--- config.mk ---
export PLATFORM = sky130hd
export DESIGN_NAME = meter_param_enc
export DESIGN_NICKNAME = d
export VERILOG_FILES = /design/src/rtl/meter_enc_pkg.sv /design/src/rtl/meter_burst_enc.sv /design/src/rtl/meter_rate_norm.sv /design/src/rtl/meter_div_restore.sv /design/src/rtl/meter_param_enc.sv
export SDC_FILE = /design/constraint.sdc
export NUM_CORES = 1
export LEC_CHECK = 0
export ABC_AREA = 0
export BUFFER_PORTS_ARGS = -buffer_cell sky130_fd_sc_hd__buf_2
export CAP_MARGIN = 0
export CORE_ASPECT_RATIO = 1.4
export CORE_MARGIN = 5
export CORE_UTILIZATION = 55
export DETAILED_ROUTE_END_ITERATION = 7
export MAX_ROUTING_LAYER = met4
export PLACE_DENSITY = 0.78
export SETUP_SLACK_MARGIN = 0.15
export SYNTH_ARGS = -nofsm -noshare
export SYNTH_HDL_FRONTEND = slang
export SYNTH_HIERARCHICAL = 1
export SYNTH_SLANG_ARGS = --single-unit
export TNS_END_PERCENT = 30
--- constraint.sdc ---
create_clock -name clk -period 3.3 [get_ports clk]
set_input_delay 0.825 -clock clk [delete_from_list [all_inputs] [get_ports clk]]
set_output_delay 0.825 -clock clk [all_outputs]
set_load 0.02 [all_outputs]
--- src/rtl/meter_enc_pkg.sv ---
package meter_enc_pkg;

    localparam int RATE_W    = 64;
    localparam int BURST_W   = 32;
    localparam int EXP_W     = 5;
    localparam int MAN_W     = 8;
    localparam int RDIV_W    = 4;
    localparam int EXP_LIMIT = 22;
    localparam int PRE_SHIFT = 6;
    localparam int WORK_W    = RATE_W + PRE_SHIFT;

    localparam longint unsigned WIN_LO    = 64'd256_000_000;
    localparam longint unsigned WIN_HI    = 64'd512_000_000;
    localparam longint unsigned STEP_UNIT = 64'd1_000_000;

    // window offset is below WIN_HI - WIN_LO < 2^28, unit below 2^20
    localparam int OFFS_W = 28;
    localparam int UNIT_W = 20;

    typedef enum logic [1:0] {
        ST_IDLE,
        ST_NORM,
        ST_DIV
    } enc_state_e;

    typedef struct packed {
        logic [EXP_W-1:0] exp;
        logic [MAN_W-1:0] man;
    } burst_cfg_t;

    typedef struct packed {
        logic [EXP_W-1:0]  exp;
        logic [MAN_W-1:0]  man;
        logic [RDIV_W-1:0] rdiv;
        logic              fault;
    } rate_cfg_t;

    function automatic logic [MAN_W-1:0] sat_man(input logic [OFFS_W-1:0] q);
        logic [MAN_W-1:0] r;
        if (|q[OFFS_W-1:MAN_W]) r = '1;
        else                    r = q[MAN_W-1:0];
        return r;
    endfunction

endpackage

--- src/rtl/meter_burst_enc.sv ---
module meter_burst_enc
    import meter_enc_pkg::*;
#(
    parameter int BW      = BURST_W,
    parameter int EXP_CAP = EXP_LIMIT
) (
    input  logic [BW-1:0] burst_i,
    output burst_cfg_t    cfg_o
);

    int          lead;
    int          capped;
    logic [BW-1:0] rem;
    logic [BW-1:0] shifted;

    always_comb begin
        lead = 0;
        for (int i = 0; i < BW; i++) begin
            if (burst_i[i]) lead = i;
        end
        rem     = burst_i & ~(BW'(1) << lead);
        capped  = (lead > EXP_CAP) ? EXP_CAP : lead;
        shifted = '0;
        cfg_o   = '0;
        if (burst_i < BW'(256)) begin
            cfg_o.exp = EXP_W'(lead);
            cfg_o.man = '0;
        end else begin
            shifted   = rem >> (capped - MAN_W);
            cfg_o.exp = EXP_W'(capped);
            cfg_o.man = (|shifted[BW-1:MAN_W]) ? '1 : shifted[MAN_W-1:0];
        end
    end

endmodule

--- src/rtl/meter_rate_norm.sv ---
module meter_rate_norm
    import meter_enc_pkg::*;
#(
    parameter int RW   = RATE_W,
    parameter int WW   = RW + PRE_SHIFT,
    parameter int EW   = EXP_W,
    parameter int DW   = RDIV_W,
    parameter int ECAP = EXP_LIMIT
) (
    input  logic          clk,
    input  logic          rst,
    input  logic          load_i,
    input  logic [RW-1:0] rate_i,
    output logic          fin_o,
    output logic          fault_o,
    output logic [WW-1:0] work_o,
    output logic [EW-1:0] exp_o,
    output logic [DW-1:0] rdiv_o
);

    localparam logic [WW-1:0] LO       = WW'(WIN_LO);
    localparam logic [WW-1:0] HI       = WW'(WIN_HI);
    localparam logic [DW-1:0] DIV_TOP  = '1;
    localparam logic [EW-1:0] EXP_STOP = EW'(ECAP);

    logic          run_q;
    logic          up_q;
    logic [WW-1:0] seed;

    assign seed = WW'({rate_i, {PRE_SHIFT{1'b0}}});

    always_ff @(posedge clk) begin
        if (rst) begin
            run_q   <= 1'b0;
            up_q    <= 1'b0;
            fin_o   <= 1'b0;
            fault_o <= 1'b0;
            work_o  <= '0;
            exp_o   <= '0;
            rdiv_o  <= '0;
        end else begin
            fin_o <= 1'b0;
            if (load_i) begin
                work_o  <= seed;
                exp_o   <= '0;
                rdiv_o  <= '0;
                fault_o <= 1'b0;
                run_q   <= 1'b1;
                up_q    <= (seed < LO);
            end else if (run_q) begin
                if (up_q) begin
                    if (work_o >= LO) begin
                        run_q <= 1'b0;
                        fin_o <= 1'b1;
                    end else if (rdiv_o == DIV_TOP) begin
                        run_q   <= 1'b0;
                        fin_o   <= 1'b1;
                        fault_o <= 1'b1;
                    end else begin
                        work_o <= work_o << 1;
                        rdiv_o <= rdiv_o + DW'(1);
                    end
                end else begin
                    if (work_o >= HI && exp_o <= EXP_STOP) begin
                        work_o <= work_o >> 1;
                        exp_o  <= exp_o + EW'(1);
                    end else begin
                        run_q <= 1'b0;
                        fin_o <= 1'b1;
                    end
                end
            end
        end
    end

endmodule

--- src/rtl/meter_div_restore.sv ---
module meter_div_restore
    import meter_enc_pkg::*;
#(
    parameter int NW  = OFFS_W,
    parameter int DVW = UNIT_W
) (
    input  logic           clk,
    input  logic           rst,
    input  logic           go_i,
    input  logic [NW-1:0]  num_i,
    input  logic [DVW-1:0] den_i,
    output logic           fin_o,
    output logic [NW-1:0]  quo_o
);

    localparam int CW = $clog2(NW + 1);

    logic [DVW-1:0] acc_q;
    logic [DVW-1:0] den_q;
    logic [CW-1:0]  cnt_q;
    logic           run_q;
    logic [DVW:0]   trial;
    logic [DVW:0]   diff;
    logic           take;

    always_comb begin
        trial = {acc_q, quo_o[NW-1]};
        diff  = trial - {1'b0, den_q};
        take  = (trial >= {1'b0, den_q});
    end

    always_ff @(posedge clk) begin
        if (rst) begin
            acc_q <= '0;
            den_q <= '0;
            cnt_q <= '0;
            run_q <= 1'b0;
            fin_o <= 1'b0;
            quo_o <= '0;
        end else begin
            fin_o <= 1'b0;
            if (go_i) begin
                acc_q <= '0;
                den_q <= den_i;
                quo_o <= num_i;
                cnt_q <= CW'(NW);
                run_q <= 1'b1;
            end else if (run_q) begin
                if (take) acc_q <= diff[DVW-1:0];
                else      acc_q <= trial[DVW-1:0];
                quo_o <= {quo_o[NW-2:0], take};
                cnt_q <= cnt_q - CW'(1);
                if (cnt_q == CW'(1)) begin
                    run_q <= 1'b0;
                    fin_o <= 1'b1;
                end
            end
        end
    end

endmodule

--- src/rtl/meter_param_enc.sv ---
module meter_param_enc
    import meter_enc_pkg::*;
#(
    parameter int EXP_CAP = EXP_LIMIT
) (
    input  logic              clk,
    input  logic              rst,
    input  logic              start,
    input  logic [RATE_W-1:0] rate_bps,
    input  logic [BURST_W-1:0] burst_bytes,
    output logic              busy,
    output logic              done,
    output logic              fault,
    output logic [EXP_W-1:0]  burst_exp,
    output logic [MAN_W-1:0]  burst_man,
    output logic [EXP_W-1:0]  rate_exp,
    output logic [MAN_W-1:0]  rate_man,
    output logic [RDIV_W-1:0] rate_div
);

    localparam logic [WORK_W-1:0] W_LO  = WORK_W'(WIN_LO);
    localparam logic [WORK_W-1:0] W_HI  = WORK_W'(WIN_HI);
    localparam logic [EXP_W-1:0]  E_CAP = EXP_W'(EXP_CAP);

    enc_state_e        st_q;
    burst_cfg_t        burst_now;
    burst_cfg_t        burst_hold_q;
    rate_cfg_t         rate_nx;
    logic              accept;
    logic              publish;

    logic              norm_fin;
    logic              norm_fault;
    logic [WORK_W-1:0] norm_work;
    logic [EXP_W-1:0]  norm_exp;
    logic [RDIV_W-1:0] norm_rdiv;
    logic [EXP_W-1:0]  exp_capped;
    logic              over_win;

    logic              div_go;
    logic [OFFS_W-1:0] div_num;
    logic              div_fin;
    logic [OFFS_W-1:0] div_quo;

    assign accept     = start && (st_q == ST_IDLE);
    assign busy       = (st_q != ST_IDLE);
    assign over_win   = (norm_work >= W_HI);
    assign exp_capped = (norm_exp > E_CAP) ? E_CAP : norm_exp;
    assign div_go     = (st_q == ST_NORM) && norm_fin && !norm_fault && !over_win;
    assign div_num    = OFFS_W'(norm_work - W_LO);

    meter_burst_enc #(
        .BW      (BURST_W),
        .EXP_CAP (EXP_CAP)
    ) u_burst (
        .burst_i (burst_bytes),
        .cfg_o   (burst_now)
    );

    meter_rate_norm #(
        .RW   (RATE_W),
        .WW   (WORK_W),
        .EW   (EXP_W),
        .DW   (RDIV_W),
        .ECAP (EXP_CAP)
    ) u_norm (
        .clk     (clk),
        .rst     (rst),
        .load_i  (accept),
        .rate_i  (rate_bps),
        .fin_o   (norm_fin),
        .fault_o (norm_fault),
        .work_o  (norm_work),
        .exp_o   (norm_exp),
        .rdiv_o  (norm_rdiv)
    );

    meter_div_restore #(
        .NW  (OFFS_W),
        .DVW (UNIT_W)
    ) u_div (
        .clk   (clk),
        .rst   (rst),
        .go_i  (div_go),
        .num_i (div_num),
        .den_i (UNIT_W'(STEP_UNIT)),
        .fin_o (div_fin),
        .quo_o (div_quo)
    );

    always_comb begin
        publish = 1'b0;
        rate_nx = '0;
        case (st_q)
            ST_NORM: begin
                if (norm_fin && (norm_fault || over_win)) begin
                    publish       = 1'b1;
                    rate_nx.exp   = exp_capped;
                    rate_nx.man   = norm_fault ? '0 : '1;
                    rate_nx.rdiv  = norm_rdiv;
                    rate_nx.fault = norm_fault;
                end
            end
            ST_DIV: begin
                if (div_fin) begin
                    publish       = 1'b1;
                    rate_nx.exp   = exp_capped;
                    rate_nx.man   = sat_man(div_quo);
                    rate_nx.rdiv  = norm_rdiv;
                    rate_nx.fault = 1'b0;
                end
            end
            default: ;
        endcase
    end

    always_ff @(posedge clk) begin
        if (rst) begin
            st_q         <= ST_IDLE;
            burst_hold_q <= '0;
            done         <= 1'b0;
            fault        <= 1'b0;
            burst_exp    <= '0;
            burst_man    <= '0;
            rate_exp     <= '0;
            rate_man     <= '0;
            rate_div     <= '0;
        end else begin
            done <= 1'b0;
            case (st_q)
                ST_IDLE: begin
                    if (accept) begin
                        burst_hold_q <= burst_now;
                        st_q         <= ST_NORM;
                    end
                end
                ST_NORM: begin
                    if (div_go) st_q <= ST_DIV;
                end
                default: ;
            endcase
            if (publish) begin
                st_q      <= ST_IDLE;
                done      <= 1'b1;
                burst_exp <= burst_hold_q.exp;
                burst_man <= burst_hold_q.man;
                rate_exp  <= rate_nx.exp;
                rate_man  <= rate_nx.man;
                rate_div  <= rate_nx.rdiv;
                fault     <= rate_nx.fault;
            end
        end
    end

endmodule

-- Word-level counts from Yosys, hierarchy flattened
Index checks and enable logic that the tools add are counted.
- register bits: 186
- input bits: 99
- output and inout port bits: 33
- logic and storage cells: 160
- add/sub/neg operators: 6
- order comparisons: 8
- equal/unequal tests: 10
- shift-type cells: 2
- muxes and demuxes: 72
- bitwise operators: 7
- reduce and logical (&&, ||, !) cells: 30
- operators by type and width (cell ; number):
    70-bit 2-to-1 mux ; 6
    5-bit 2-to-1 mux ; 20
    70-bit by 28-bit >= comparator with 1-bit output (second input constant) ; 1
    70-bit by 29-bit >= comparator with 1-bit output (second input constant) ; 1
    70-bit by 28-bit less-than comparator with 1-bit output (second input constant) ; 1
    28-bit 2-to-1 mux ; 2
    18-bit 2-to-1 mux ; 2
    18-bit one-hot mux with 2 select lines ; 1
    32-bit AND ; 1
    32-bit by 9-bit less-than comparator with 1-bit output (second input constant) ; 1
    4-bit 2-to-1 mux ; 8
    32-bit NOT ; 1
    1-bit by 5-bit << shifter with 32-bit output (first input constant) ; 1
    32-bit by 32-bit right shift with 32-bit output ; 1
    32-bit by 5-bit subtractor with 32-bit output (second input constant) ; 1
    28-bit subtractor (second input constant) ; 1
    8-bit 2-to-1 mux ; 3
    24-bit OR reduction ; 1
    21-bit by 20-bit >= comparator with 1-bit output ; 1
    20-bit 2-to-1 mux ; 1
    20-bit OR reduction ; 1
    20-bit subtractor ; 1
    1-bit 2-to-1 mux ; 18
    4-bit AND reduction ; 4
    27 further kinds ; 56

-- Logic depth before layout (Yosys ltp)
- word-level depth: 38
- mapped depth: 14
- depth with buffers taken out: 13

-- By module
Netlist, hierarchy kept.
- by module, submodules not included (module ; times used ; cells an instance ; area each (µm²) ; seq. area each (µm²)):
    meter_rate_norm ; 1 ; 665 ; 5243.8 ; 1661.6
    meter_div_restore ; 1 ; 530 ; 4280.4 ; 1501.4
    meter_param_enc ; 1 ; 301 ; 2426.1 ; 940.9
    meter_burst_enc ; 1 ; 219 ; 1569.0 ; 0.0

-- Worst setup path before layout
OpenSTA, ideal clock, no wires.
- path type: input to register
- start point: input port burst_bytes[20]
- end point: register burst_hold_q[3] (netlist bit)
- library setup time: 0.070 ns
- arrival time: 3.078 ns
- data required time: 3.230 ns
- slack: 0.151 ns
- stages on the path: 12
- path buffers: 1
- cell sequence: or2_2 > a221o_1 > and2_4 > o41ai_4 > nor2_4 > inv_8 > buf_12 > mux2i_1 > mux2i_1 > a221oi_1 > nand2_1 > a21oi_1
- RTL lines (what ; RTL line ; source):
    start: declaration ; meter_param_enc.sv:10 ; input logic [BURST_W-1:0] burst_bytes,
    end signal: assignment ; meter_param_enc.sv:133 ; burst_hold_q <= burst_now;
    end: declaration ; meter_param_enc.sv:27 ; burst_cfg_t burst_hold_q;

==> impl_metrics.json <==
{
  "status": "finished clean",
  "critical_path.max_stage_delay_ps": 620,
  "antenna_found_initial": 0,
  "skew_ps": 11.4,
  "dp.cells": 2165,
  "ys_ff_latch": 205,
  "synth_cells": 1715,
  "fmax_ghz": 0.320,
  "globalRouteOverflowTotal": 0,
  "cp_top_family": "simple AND/OR/NAND/NOR gates",
  "grt_pass1_wl_mm": 65.6,
  "arrival_ps": 3490,
  "holdWs_ps": 461,
  "synth_seq_area_share": 0.304,
  "wl_mm": 40.2,
  "drv_cap": 0,
  "drt_iter0_markers": 947,
  "die_x_um": 143,
  "fin_crit_sh": 0.946,
  "wl_per_cell_um": 18.2,
  "gp_congestion": 0.938,
  "place_area_mm2": 0.0150,
  "netlist.area_leader.share": 0.304,
  "grt_pass1_vias": 13300,
  "cts_hold_buf": 0,
  "p_leak_nw": 6.15,
  "slowest_stage": "buf_4",
  "ys_warn_count": 6,
  "viasPerCell": 6.23,
  "crit_buf_inv": 1,
  "power.density_mw_per_mm2": 410,
  "crit_start": "u_norm/work_o[56]",
  "rsz0062_at_grt": "yes",
  "clock_path_buffers": 3,
  "via_count": 13700,
  "synthTopCellsByArea": "dfxtp_1, nor2_1, mux2i_1",
  "period_minus_slack_ps": 3120,
  "io-pin-count": 132,
  "final-setup-viol-count": 0,
  "ys_top_cells_by_count": "nor2_1, dfxtp_1, a21oi_1",
  "die_y_um": 196,
  "start_kind": "flop",
  "ir_worst_vdd_uv": 436,
  "n_fill_cell": 2049,
  "cts_sinks": 205,
  "synth-edff-count": 0,
  "worstSetupEndpointType": "flop",
  "crit_chain": "nor4_1 > nand4_1 > or4_4 > a211oi_4 > buf_4 > mux2i_1 > nor2_1",
  "cp-endpoint": "u_div/den_q[4]",
  "syn_area_per_cell_um2": 7.88,
  "ant_nets": 0,
  "drc": 0,
  "critPathKind": "flop to flop",
  "async_flop_share": 0,
  "synth_area_mm2": 0.0135,
  "worstHoldPathType": "flop to flop",
  "hold_violations": 0,
  "final_cell_area_mm2": 0.0158,
  "tritoncts": "yes",
  "syn_to_final_growth_pct": 16.8,
  "worstMarginPinSlew_ps": 861,
  "synth_area_leader_cell": "dfxtp_1",
  "worstReg2RegEnd": "u_div/den_q[4]",
  "crit_fanout": 58,
  "rrSetupSlack_ps": 180,
  "drv_slew": 0,
  "num_rows": 68,
  "start_util": 0.554,
  "core_mm2": 0.0244,
  "fin_cells": 2203,
  "relSlewSlack": 0.426,
  "port_buffers": 131,
  "cts-root-buf": "clkbuf_16",
  "grt_max_degree": 122,
  "place_hpwl_mm": 28.5,
  "r2r-start": "u_norm/work_o[56]",
  "dieArea_mm2": 0.0279,
  "h-tree-depth": 1,
  "grtUsageTotal": 0.284,
  "path_depth": 7,
  "insertion_delay_ps": 500,
  "final_util": 0.646,
  "drt_pass1_iterations": 8,
  "clk_pin_slew_worst_paths_ps": 70,
  "yosysUniqueCellTypes": 98,
  "yosysMostFrequentCell": "nor2_1",
  "cts_buffers": 22,
  "cp.required_ps": 3670,
  "nets": 2004,
  "ys.flop_type": "dfxtp_1",
  "diodes": 0,
  "r2r_cells": 7,
  "drive_gt1_frac": 0.211,
  "finalPower_mw": 6.48
}
## cell type report
class                      instances  area [µm²]  share of cell area
clock buffer                      27         631              0.0399
sequential                       205        4110               0.260
clock inverter                    11         163              0.0103
timing repair buffer             237        1550              0.0984
multi-input combinational       1323        8600               0.545
tap                              315         394              0.0250
inverter                          85         337              0.0213
## worst min-delay path: cells and delay by family (launching register included)
family,cells,cell delay [ps]
compound gates,1,50
flops,1,310
simple gates,1,50
## sequential cells by signal, summed over array words and instances (netlist names), 2 cells and up
signal,cells
burst_man,8
st_q,2
rate_man,8
u_div/cnt_q,5
u_norm/rdiv_o,4
u_div/den_q,20
u_div/acc_q,20
u_norm/exp_o,5
rate_div,4
burst_hold_q,13
u_div/quo_o,28
rate_exp,5
burst_exp,5
u_norm/work_o,70
## how the worst min path moves through the flow
stage / depth (start not counted) / slack (ps) / to / from
5_1_grt: 2 / 470 / burst_hold_q[10] / burst_hold_q[10]
4_1_cts: 2 / 460 / burst_hold_q[8] / burst_hold_q[8]
3_3_place_gp: 2 / 440 / burst_hold_q[11] / burst_hold_q[11]
6_report: 2 / 460 / burst_hold_q[5] / burst_hold_q[5]
2_1_floorplan: 2 / 440 / burst_hold_q[0] / burst_hold_q[0]
3_5_place_dp: 2 / 450 / burst_hold_q[8] / burst_hold_q[8]
## per-stage QoR
step                      setup WS, ps  setup TNS (ps)
after global placement            -116            -676
after CTS                          279               0
after detailed placement          -165           -1140
after floorplan                    151               0
final                              178               0
after global routing               133               0
## report_power, final
part / switching (mW) / leakage (nW) / internal, mW / total, mW
Combinational: 0.623 / 4.10 / 0.448 / 1.07
Sequential: 0.147 / 1.67 / 2.56 / 2.71
Clock: 1.03 / 0.385 / 1.67 / 2.70
Total: 1.80 / 6.15 / 4.68 / 6.48
## timing repair
| item | CTS | global route |
|---|---|---|
| setup endpoints to repair | 0 | 3 |
| setup buffers | 0 | 0 |
| resized for setup | 0 | 1 |
## placed cells by master, fill, tap and decap left out, types with 62 or more instances in the layout
| cell type | n |
|---|---|
| nor2_1 | 219 |
| dfxtp_1 | 203 |
| a21oi_1 | 153 |
| o21ai_0 | 137 |
| buf_2 | 130 |
| buf_4 | 99 |
| nand2_1 | 94 |
| inv_1 | 82 |
| mux2i_1 | 77 |
| mux2_2 | 66 |
| a211oi_1 | 62 |
## layer usage
| metal | vias to the layer above | wire, µm | track usage |
|---|---|---|---|
| met1 | 6465 | 15800 | 0.334 |
| li1 | 6622 | - | - |
| met4 | 0 | 1740 | 0.117 |
| met3 | 131 | 2040 | 0.0267 |
| met5 | - | 0 | - |
| met2 | 517 | 20600 | 0.493 |
## kinds of logic (layout without fill, tap and decap cells)
family	after synthesis	in the layout	share of synthesized area
adders and majority gates	31	31	0.0292
and+or+nand+nor	535	535	0.198
AOI/OAI and AO/OA	560	560	0.268
buffers and inverters	205	360	0.0667
muxes	144	144	0.113
DFF	205	205	0.304
xor gates and xnor gates	33	33	0.0214
other	2	20	0.000556
Note: power is estimated with default switching activity, not from simulation.
